==> config.mk <==
export PLATFORM = sky130hd
export DESIGN_NAME = i2c_tgt_msg_framer
export DESIGN_NICKNAME = d
export VERILOG_FILES = /design/src/rtl/framer_pkg.sv /design/src/rtl/framer_lendec.sv /design/src/rtl/framer_txsel.sv /design/src/rtl/framer_rxbuf.sv /design/src/rtl/i2c_tgt_msg_framer.sv
export SDC_FILE = /design/constraint.sdc
export NUM_CORES = 1
export LEC_CHECK = 0
export BUFFER_PORTS_ARGS = -buffer_cell sky130_fd_sc_hd__buf_2
export CELL_PAD_IN_SITES_DETAIL_PLACEMENT = 0
export CELL_PAD_IN_SITES_GLOBAL_PLACEMENT = 1
export CORE_MARGIN = 5
export CORE_UTILIZATION = 30
export DETAILED_ROUTE_END_ITERATION = 6
export GPL_TIMING_DRIVEN = 0
export PLACE_DENSITY_LB_ADDON = 0.1
export SLEW_MARGIN = 20
export SYNTH_ARGS = -nofsm -noshare
export SYNTH_HDL_FRONTEND = slang
export SYNTH_SLANG_ARGS = --single-unit
export TNS_END_PERCENT = 100
==> constraint.sdc <==
create_clock -name clk -period 7.2 [get_ports clk]
set_input_delay 1.8 -clock clk [delete_from_list [all_inputs] [get_ports clk]]
set_output_delay 1.8 -clock clk [all_outputs]
set_load 0.01 [all_outputs]
==> src/rtl/framer_pkg.sv <==
package framer_pkg;
  typedef enum logic [2:0] {
    ST_IDLE,
    ST_ADDR,
    ST_HDR,
    ST_RXP,
    ST_TXP
  } fr_state_t;

  localparam logic [7:0] READ_CMD  = 8'h01;
  localparam logic [7:0] IDLE_BYTE = 8'hFF;
  localparam int         NOOP_LEN  = 3;

  // filler sequence 0x02 0x07 0x02
  function automatic logic [7:0] noop_byte(input logic [1:0] idx);
    return (idx == 2'd1) ? 8'h07 : 8'h02;
  endfunction
endpackage

==> src/rtl/framer_lendec.sv <==
module framer_lendec (
  input  logic [2:0] kind,   // byte 0 bits 7:5
  input  logic [7:0] hdr_len,
  output logic [8:0] exp_len
);
  always_comb begin
    if (!kind[2]) exp_len = {1'b0, hdr_len} + 9'd2;
    else begin
      case (kind[1:0])
        2'b00:   exp_len = 9'd2;
        2'b01:   exp_len = 9'd3;
        2'b10:   exp_len = {1'b0, hdr_len} + 9'd2;
        default: exp_len = 9'd0;
      endcase
    end
  end
endmodule

==> src/rtl/framer_txsel.sv <==
module framer_txsel
  import framer_pkg::*;
(
  input  logic       use_noop,
  input  logic [1:0] idx,
  input  logic [7:0] q_data,
  output logic [7:0] sel_byte
);
  always_comb sel_byte = use_noop ? noop_byte(idx) : q_data;
endmodule

==> src/rtl/framer_rxbuf.sv <==
module framer_rxbuf #(
  parameter int MAX_MSG = 32,
  localparam int IW = $clog2(MAX_MSG),
  localparam int CW = $clog2(MAX_MSG + 1)
) (
  input  logic          clk,
  input  logic          rst_n,
  input  logic          wr_en,
  input  logic [IW-1:0] wr_idx,
  input  logic [7:0]    wr_data,
  input  logic          pub,
  input  logic [CW-1:0] pub_len,
  output logic          m_valid,
  input  logic          m_ready,
  output logic [7:0]    m_data,
  output logic          m_last
);
  logic [7:0]    mem [MAX_MSG];
  logic [CW-1:0] rd;
  logic [CW-1:0] len;

  always_ff @(posedge clk) begin
    if (wr_en) mem[wr_idx] <= wr_data;
  end

  always_ff @(posedge clk or negedge rst_n) begin
    if (!rst_n) begin
      m_valid <= 1'b0;
      rd      <= '0;
      len     <= '0;
    end else if (pub) begin
      m_valid <= 1'b1;
      rd      <= '0;
      len     <= pub_len;
    end else if (m_valid && m_ready) begin
      if (rd == len - 1'b1) m_valid <= 1'b0;
      rd <= rd + 1'b1;
    end
  end

  assign m_data = mem[rd[IW-1:0]];
  assign m_last = m_valid && (rd == len - 1'b1);

  // stream holds under back-pressure
  a_r4_hold: assert property (@(posedge clk) disable iff (!rst_n)
    m_valid && !m_ready |=> m_valid && $stable(m_data) && $stable(m_last));
  // held message is never overwritten
  a_r12_no_write_held: assert property (@(posedge clk) disable iff (!rst_n)
    wr_en |-> !m_valid);
  a_r12_no_pub_held: assert property (@(posedge clk) disable iff (!rst_n)
    pub |-> !m_valid);
endmodule

==> src/rtl/i2c_tgt_msg_framer.sv <==
module i2c_tgt_msg_framer
  import framer_pkg::*;
#(
  parameter int MAX_MSG = 32,
  localparam int IW = $clog2(MAX_MSG),
  localparam int CW = $clog2(MAX_MSG + 1)
) (
  input  logic          clk,
  input  logic          rst_n,
  input  logic          ev_stb,
  input  logic          ev_addr,
  input  logic          ev_rnw,
  input  logic          ev_stop,
  input  logic [7:0]    ev_byte,
  output logic [7:0]    tx_byte,
  input  logic          tx_pending,
  input  logic [CW-1:0] tx_len,
  output logic [IW-1:0] tx_addr,
  input  logic [7:0]    tx_data,
  output logic          tx_req,
  output logic          tx_done,
  output logic          m_valid,
  input  logic          m_ready,
  output logic [7:0]    m_data,
  output logic          m_last,
  output logic          err_len,
  output logic          err_ovf,
  output logic          err_noreadcmd,
  output logic          err_flags,
  output logic          err_overrun,
  output logic          err_tx_short
);
  fr_state_t     state;
  logic [CW-1:0] cnt, ptr, cur_len;
  logic [7:0]    b0, b1;
  logic          use_noop;

  // event decode
  logic wr_addr, rd_addr, wr_dat, rd_req, stop_ev, bad_combo;
  assign wr_addr   = ev_stb &  ev_addr & ~ev_rnw & ~ev_stop;
  assign rd_addr   = ev_stb &  ev_addr &  ev_rnw & ~ev_stop;
  assign wr_dat    = ev_stb & ~ev_addr & ~ev_rnw & ~ev_stop;
  assign rd_req    = ev_stb & ~ev_addr &  ev_rnw & ~ev_stop;
  assign stop_ev   = ev_stb & ~ev_addr &  ev_stop;
  assign bad_combo = ev_stb &  ev_addr &  ev_stop;

  logic [8:0] exp_len;
  framer_lendec u_lendec (
    .kind    (b0[7:5]),
    .hdr_len (b1),
    .exp_len (exp_len)
  );

  logic       in_tx;
  logic       sel_noop;
  logic [7:0] sel_byte;
  assign in_tx    = (state == ST_TXP);
  assign sel_noop = in_tx ? use_noop : ~tx_pending;
  assign tx_addr  = in_tx ? ptr[IW-1:0] : '0;

  framer_txsel u_txsel (
    .use_noop (sel_noop),
    .idx      (in_tx ? ptr[1:0] : 2'd0),
    .q_data   (tx_data),
    .sel_byte (sel_byte)
  );

  logic          buf_we, pub, len_ok, held;
  logic [IW-1:0] buf_idx;
  assign held    = m_valid;
  assign buf_idx = cnt[IW-1:0];
  assign buf_we  = wr_dat && ((state == ST_ADDR) || (state == ST_HDR) ||
                              ((state == ST_RXP) && (int'(cnt) < MAX_MSG)));
  assign len_ok  = (int'(cnt) == int'(exp_len));
  assign pub     = stop_ev && (state == ST_RXP) && len_ok;

  framer_rxbuf #(.MAX_MSG(MAX_MSG)) u_rxbuf (
    .clk     (clk),
    .rst_n   (rst_n),
    .wr_en   (buf_we),
    .wr_idx  (buf_idx),
    .wr_data (ev_byte),
    .pub     (pub),
    .pub_len (cnt),
    .m_valid (m_valid),
    .m_ready (m_ready),
    .m_data  (m_data),
    .m_last  (m_last)
  );

  assign tx_req = tx_pending && !in_tx;

  always_ff @(posedge clk or negedge rst_n) begin
    if (!rst_n) begin
      state         <= ST_IDLE;
      cnt           <= '0;
      ptr           <= '0;
      cur_len       <= '0;
      b0            <= '0;
      b1            <= '0;
      use_noop      <= 1'b0;
      tx_byte       <= IDLE_BYTE;
      tx_done       <= 1'b0;
      err_len       <= 1'b0;
      err_ovf       <= 1'b0;
      err_noreadcmd <= 1'b0;
      err_flags     <= 1'b0;
      err_overrun   <= 1'b0;
      err_tx_short  <= 1'b0;
    end else begin
      tx_done       <= 1'b0;
      err_len       <= 1'b0;
      err_ovf       <= 1'b0;
      err_noreadcmd <= 1'b0;
      err_flags     <= 1'b0;
      err_overrun   <= 1'b0;
      err_tx_short  <= 1'b0;
      if (bad_combo) begin
        err_flags <= 1'b1;
        state     <= ST_IDLE;
      end else if (wr_addr) begin
        cnt <= '0;
        if (held) begin
          err_overrun <= 1'b1;
          state       <= ST_IDLE;
        end else begin
          state <= ST_ADDR;
        end
      end else if (rd_addr) begin
        if (state == ST_HDR && b0 == READ_CMD) begin
          state    <= ST_TXP;
          use_noop <= ~tx_pending;
          cur_len  <= tx_pending ? tx_len : CW'(NOOP_LEN);
          tx_byte  <= sel_byte;
          ptr      <= CW'(1);
        end else begin
          tx_byte <= IDLE_BYTE;
          state   <= ST_IDLE;
          if (state == ST_HDR) err_noreadcmd <= 1'b1;
          else                 err_flags     <= 1'b1;
        end
      end else if (wr_dat) begin
        case (state)
          ST_ADDR: begin
            b0    <= ev_byte;
            cnt   <= CW'(1);
            state <= ST_HDR;
          end
          ST_HDR: begin
            b1    <= ev_byte;
            cnt   <= CW'(2);
            state <= ST_RXP;
          end
          ST_RXP: begin
            if (int'(cnt) < MAX_MSG) cnt <= cnt + 1'b1;
            else                     err_ovf <= 1'b1;
          end
          ST_TXP: begin
            err_flags <= 1'b1;
            state     <= ST_IDLE;
          end
          default: ;
        endcase
      end else if (rd_req) begin
        if (in_tx && ptr < cur_len) begin
          tx_byte <= sel_byte;
          ptr     <= ptr + 1'b1;
        end else begin
          tx_byte   <= IDLE_BYTE;
          err_flags <= 1'b1;
          state     <= ST_IDLE;
        end
      end else if (stop_ev) begin
        case (state)
          ST_TXP: begin
            if (ptr == cur_len) tx_done      <= 1'b1;
            else                err_tx_short <= 1'b1;
          end
          ST_RXP:           if (!len_ok) err_len <= 1'b1;
          ST_ADDR, ST_HDR:  err_flags <= 1'b1;
          default: ;
        endcase
        state <= ST_IDLE;
      end
    end
  end

  // at most one fault or completion pulse per cycle
  a_r11_one_pulse: assert property (@(posedge clk) disable iff (!rst_n)
    $onehot0({err_len, err_ovf, err_noreadcmd, err_flags, err_overrun, err_tx_short, tx_done}));
  // completion only follows a transmit phase
  a_r10_done_from_tx: assert property (@(posedge clk) disable iff (!rst_n)
    tx_done |-> $past(state) == ST_TXP);
  // capture count stays within the buffer
  a_r6_cnt_bound: assert property (@(posedge clk) disable iff (!rst_n)
    int'(cnt) <= MAX_MSG);
  // overrun only while a message was held
  a_r12_overrun_held: assert property (@(posedge clk) disable iff (!rst_n)
    err_overrun |-> $past(m_valid));
  // read pointer never passes the message length
  a_r7_ptr_bound: assert property (@(posedge clk) disable iff (!rst_n)
    in_tx && cur_len != '0 |-> ptr <= cur_len);
endmodule

* After elaboration in Yosys (flattened, before gate mapping)
Memories as Yosys holds them, arrays and structs flattened.
Cells that the tools add are included.
** Storage, ports and cells
- Bits in registers :: 66
- Memory bits (writable) :: 256
- Output and inout bits :: 31
- Word-level logic and storage cells :: 180
- Memories :: 1
** Operators by class
- Add/subtract/negate cells :: 5
- Order comparisons :: 2
- Eq/ne operators :: 17
- Mux-type cells :: 89
- Bitwise operators :: 19
- Reduce and logical (&&, ||, !) cells :: 29
** Memory list
- u_rxbuf.mem :: depth 32, width 8, rd ports 1, clocked after Yosys merged registers in 0, wr ports 1, line framer_rxbuf.sv:18 : logic [7:0] mem [MAX_MSG];
** Operator list (count)
- 2-to-1 mux 6 bit :: 12
- 2-to-1 mux 1 bit :: 56
- 2-to-1 mux 8 bit :: 6
- 2-to-1 mux 3 bit :: 9
- case mux 9 bit (3 select lines) :: 1
- adder 6 x 1 -> 6 bit (second input constant) :: 3
- case mux 6 bit (3 select lines) :: 1
- AND reduction 5 bit :: 3
- AND 1 bit :: 12
- == test 6 bit :: 2
- nonzero test 2 bit :: 5
- adder 8 x 2 -> 9 bit (second input constant) :: 1
- == test 7 x 9 -> 1 bit :: 1
- logical AND 1 bit :: 9
- 2-to-1 mux 9 bit :: 1
- case mux 3 bit (3 select lines) :: 1
- == test 8 x 1 -> 1 bit (second input constant) :: 1
- AND reduction 4 bit :: 2
- inequality test 7 x 3 -> 1 bit (second input constant) :: 1
- NOT 1 bit :: 7
- == test 3 x 2 -> 1 bit (second input constant) :: 2
- < comparator 6 bit :: 1
- < comparator 6 bit (second input constant) :: 1
- inequality test 6 bit (second input constant) :: 1
- other kinds (19) :: 22

* Longest topological paths before layout
- Depth in word-level cells :: 12
- Gate-level depth with buffers :: 10

* Cells and area by module
Synthesis repeated with hierarchy kept, for this count alone.
** Unflattened totals
- Cell total of the unflattened synthesis :: 858
- Area, all modules :: 13709.4 um2
** Modules (own cells, without submodules)
- framer_rxbuf :: instances 1, cells an instance 552, area an instance 10719.0 um2, sequential area each 8012.7 um2
- i2c_tgt_msg_framer :: instances 1, cells an instance 266, area an instance 2741.4 um2, sequential area each 1336.3 um2
- framer_lendec :: instances 1, cells an instance 29, area an instance 173.9 um2, sequential area each 0.0 um2
- framer_txsel :: instances 1, cells an instance 11, area an instance 75.1 um2, sequential area each 0.0 um2

* Worst setup path after synthesis
OpenSTA, ideal clock, no wires.
- Path type :: reg-to-output
- From :: register u_rxbuf.rd[0]
- To :: output m_data[7]
- Arrival :: 2076 ps
- Setup slack :: 3324 ps
- Cell stages (with the launch flop) :: 7
- Buffers on the path :: 3
- Cell sequence :: dfrtp_1 clkbuf_1 buf_6 buf_6 mux4_2 mux4_2 mux2_2
** Between the ends
- Word-level cells in the longest chain between the ends :: 1
** RTL lines
- start: declaration :: line framer_rxbuf.sv:19 : logic [CW-1:0] rd;
- start signal: assignment :: line framer_rxbuf.sv:37 : rd <= rd + 1'b1;
- memory (32 x 8 bit)
- end: declaration :: line i2c_tgt_msg_framer.sv:24 : output logic [7:0] m_data,
No other way between the ends.

* Final worst setup path
- From :: register u_rxbuf.rd[1]
- To :: output m_data[2]
Same word-level chain as after synthesis.

==> impl_metrics.toml <==
[floorplan]
initial_core_util_pct = 30.3
core_um2 = 44200
rows = 77
fp.dieW_um = 221
ioPinCount = 61
die_y_um = 221
die_area_um2 = 49000

[grt]
antenna_found_initial = 1
track_usage_pct = 13.8
grt-ovfl-total = 0
grt_max_degree = 54
grt_pass1_vias = 7726
grt_pass1_wl_mm = 50.8

[pwr]
p_int_mw = 3.44
p_seq_share_pct = 45.3
pwr-share-comb_pct = 12.8
ir_drop_mv = 0.177
total_leakage_power_nw = 5.39
power_density_nw_per_um2 = 288
finalPower_mw = 4.52
p_clk_share_pct = 41.8
power_switching_mw = 1.08
p_sw_share_pct = 23.9

[synthesis]
synth-edff-count = 256
synth_top_area_cell = "edfxtp_1"
async_flop_share_pct = 20.5
yosysMostFrequentCell = "edfxtp_1"
synth_fp_nets = 805
synth_top_area_share_pct = 57.4
syn_area_um2 = 13400
seq_area_frac_synth_pct = 69.8
ys.flop_type = "edfxtp_1"
yosysWarnings = 0
synth_cells = 761
synth_area_per_cell_um2 = 17.6
ys_ff_latch = 322
netlist_top_cells_count = "256 x edfxtp_1, 80 x mux4_2, 69 x nor2_1"
synth_cell_types = 55
yosys-top-cells-area = "edfxtp_1 57%, mux4_2 13%, dfrtp_1 11%, nor2_1 1.9%, dfstp_2 1.6%"

[route]
wl_mm = 33.7
drt_iter0_drc = 625
vias = 7089
routed_via_density = 4.78
drc_errors = 0
wire_per_inst_um = 22.7
drt-pass1-iter-count = 5
drtAntennaViolNets = 0

[clock_tree]
ctsHoldBuffers = 0
insertion_delay_ns = 0.54
cts_tree = "built"
clk_pin_slew_ns = 0.05
h-tree-depth = 2
cts_buffer_depth = 3
cts-resized-gates = 0
post-cts-setup-buffers = 0
root_buffer = "clkbuf_16"
cts_buffers = 38
cts.sinks = 322

[placement]
dp.cells = 1414
io_buffers = 60
gp_congestion = 0.754
dp_hpwl_mm = 22.2

[sta]
fmax_mhz = 191
hold_viol_final = 0
finalSetupTns_ns = 0
setup_viol = 0
period_needed_ns = 5.23
period_share_pct = 72.7
rsz0062_at_grt = "false"
fin_skew_ns = 0.0154
finalMaxSlewViolations = 0
slew-limit-headroom_pct = 32.6
worst_pin_slew_ns = 1.00

[final_layout]
fillers = 4217
layout.nets = 906
final_cells = 1483
num_antenna_cells = 0
drive_gt1_share_pct = 26.8
area_delta_synth_final_pct = 17.2

[setup_path]
critPathLaunchType = "flip-flop"
crit_arrival_ns = 3.43
cp_slowest_cell = "clkbuf_1"
r2r_setup_slack_ns = 4.39
r2r_cells = 5
cp_max_fo = 10
slowest_delay_ns = 0.71
worstPathCellList = "buf_2, clkbuf_1, mux4_2, mux4_2, mux2_2, buf_2"
required_ns = 5.40
critical_path_class = "flip-flop to output port"
cp-end-kind = "output port"

[worst_hold_path]
hold_depth = 1
hold_class = "flip-flop to flip-flop"

[outcome]
status = "complete, no violations"

[job]
maxCapViolations = 0
-- cell type report --
type	count	area [um2]	share of cell area [%]
multi-input combinational	384	3790	24.2
clock inverter	24	240	1.53
sequential	322	9350	59.6
inverter	19	71.3	0.455
buffer	36	178	1.13
timing repair buffer	61	330	2.11
tap	592	741	4.72
clock buffer	45	987	6.29
-- critical path, delay by kind of cell (launching register included) --
kind,cells,cell delay (ns)
DFF,1,0.41
buffers and inverters,3,1.20
muxes,3,1.28
-- cell usage in the layout (no fill, tap or decap), drive strengths merged, types with 10 or more instances in the layout --
master / count
nand3: 14
clkinv: 14
ha: 14
o21ai: 13
nand2: 36
xor2: 17
inv: 21
clkbuf: 65
nand4: 10
dfrtp: 58
edfxtp: 256
mux2: 28
mux4: 80
a21oi: 13
nor2: 69
buf: 77
-- cells by family after synthesis --
family                   Yosys count  share of synthesized area, %
AND/OR/NAND/NOR                  173                          6.12
adder cells (fa/ha/maj)           14                          1.31
buffers and inverters             55                          1.86
multiplexers                     113                          16.2
flip-flops                       322                          69.8
AO/OA/AOI/OAI                     57                          2.83
XOR/XNOR                          27                          1.87
-- state kept, by name, summed over array words and instances, names as in the netlist --
register,cells
err_overrun,1
tx_done,1
u_rxbuf.m_valid,1
state,3
err_flags,1
cnt,6
tx_byte,8
u_rxbuf.rd,6
b0,8
ptr,6
use_noop,1
cur_len,6
u_rxbuf.mem,256
u_rxbuf.len,6
err_ovf,1
err_noreadcmd,1
b1,8
err_len,1
err_tx_short,1
-- per-layer routing --
metal,vias to the layer above,track usage (%),share of wire (%)
met5,-,0,0.021
met4,2,3.76,1.7
met3,42,2.61,4.5
met2,158,22.4,48
met1,3703,19.1,46
li1,3184,-,-
-- per-stage QoR --
stage	hold slack (ns)	cell area, um2	util, %	setup slack [ns]
floorplan	0.456	13400	-	3.32
global placement	0.468	14400	32.6	2.51
detailed placement	0.482	14500	32.7	2.48
CTS	0.494	15700	35.5	1.89
global route	0.510	15700	35.5	1.86
finish	0.490	15700	35.5	1.97
-- worst paths after layout --
path	from	end
max in group asynchronous	rst_n	tx_byte[0]$_DFFE_PN1P_
min in group asynchronous	rst_n	cur_len[4]$_DFFE_PN0P_
worst min register to register	b0[4]$_DFFE_PN0P_	b0[4]$_DFFE_PN0P_
worst max-delay path	u_rxbuf.rd[1]$_DFFE_PN0P_	m_data[2]
worst max register to register	state[0]$_DFFE_PN0P_	u_rxbuf.mem[3][5]$_DFFE_PP_
worst min-delay path	b0[4]$_DFFE_PN0P_	b0[4]$_DFFE_PN0P_
-- power groups by stage --
stage	Sequential [mW]	Clock [mW]	Combinational, mW
finish	2.05	1.89	0.579
global route	2.05	2.02	0.627
CTS	2.05	1.95	0.595
detailed placement	2.09	0	0.592
global placement	2.09	0	0.589
floorplan	2.08	0	0.394
Note: power is estimated with default switching activity, not from simulation.
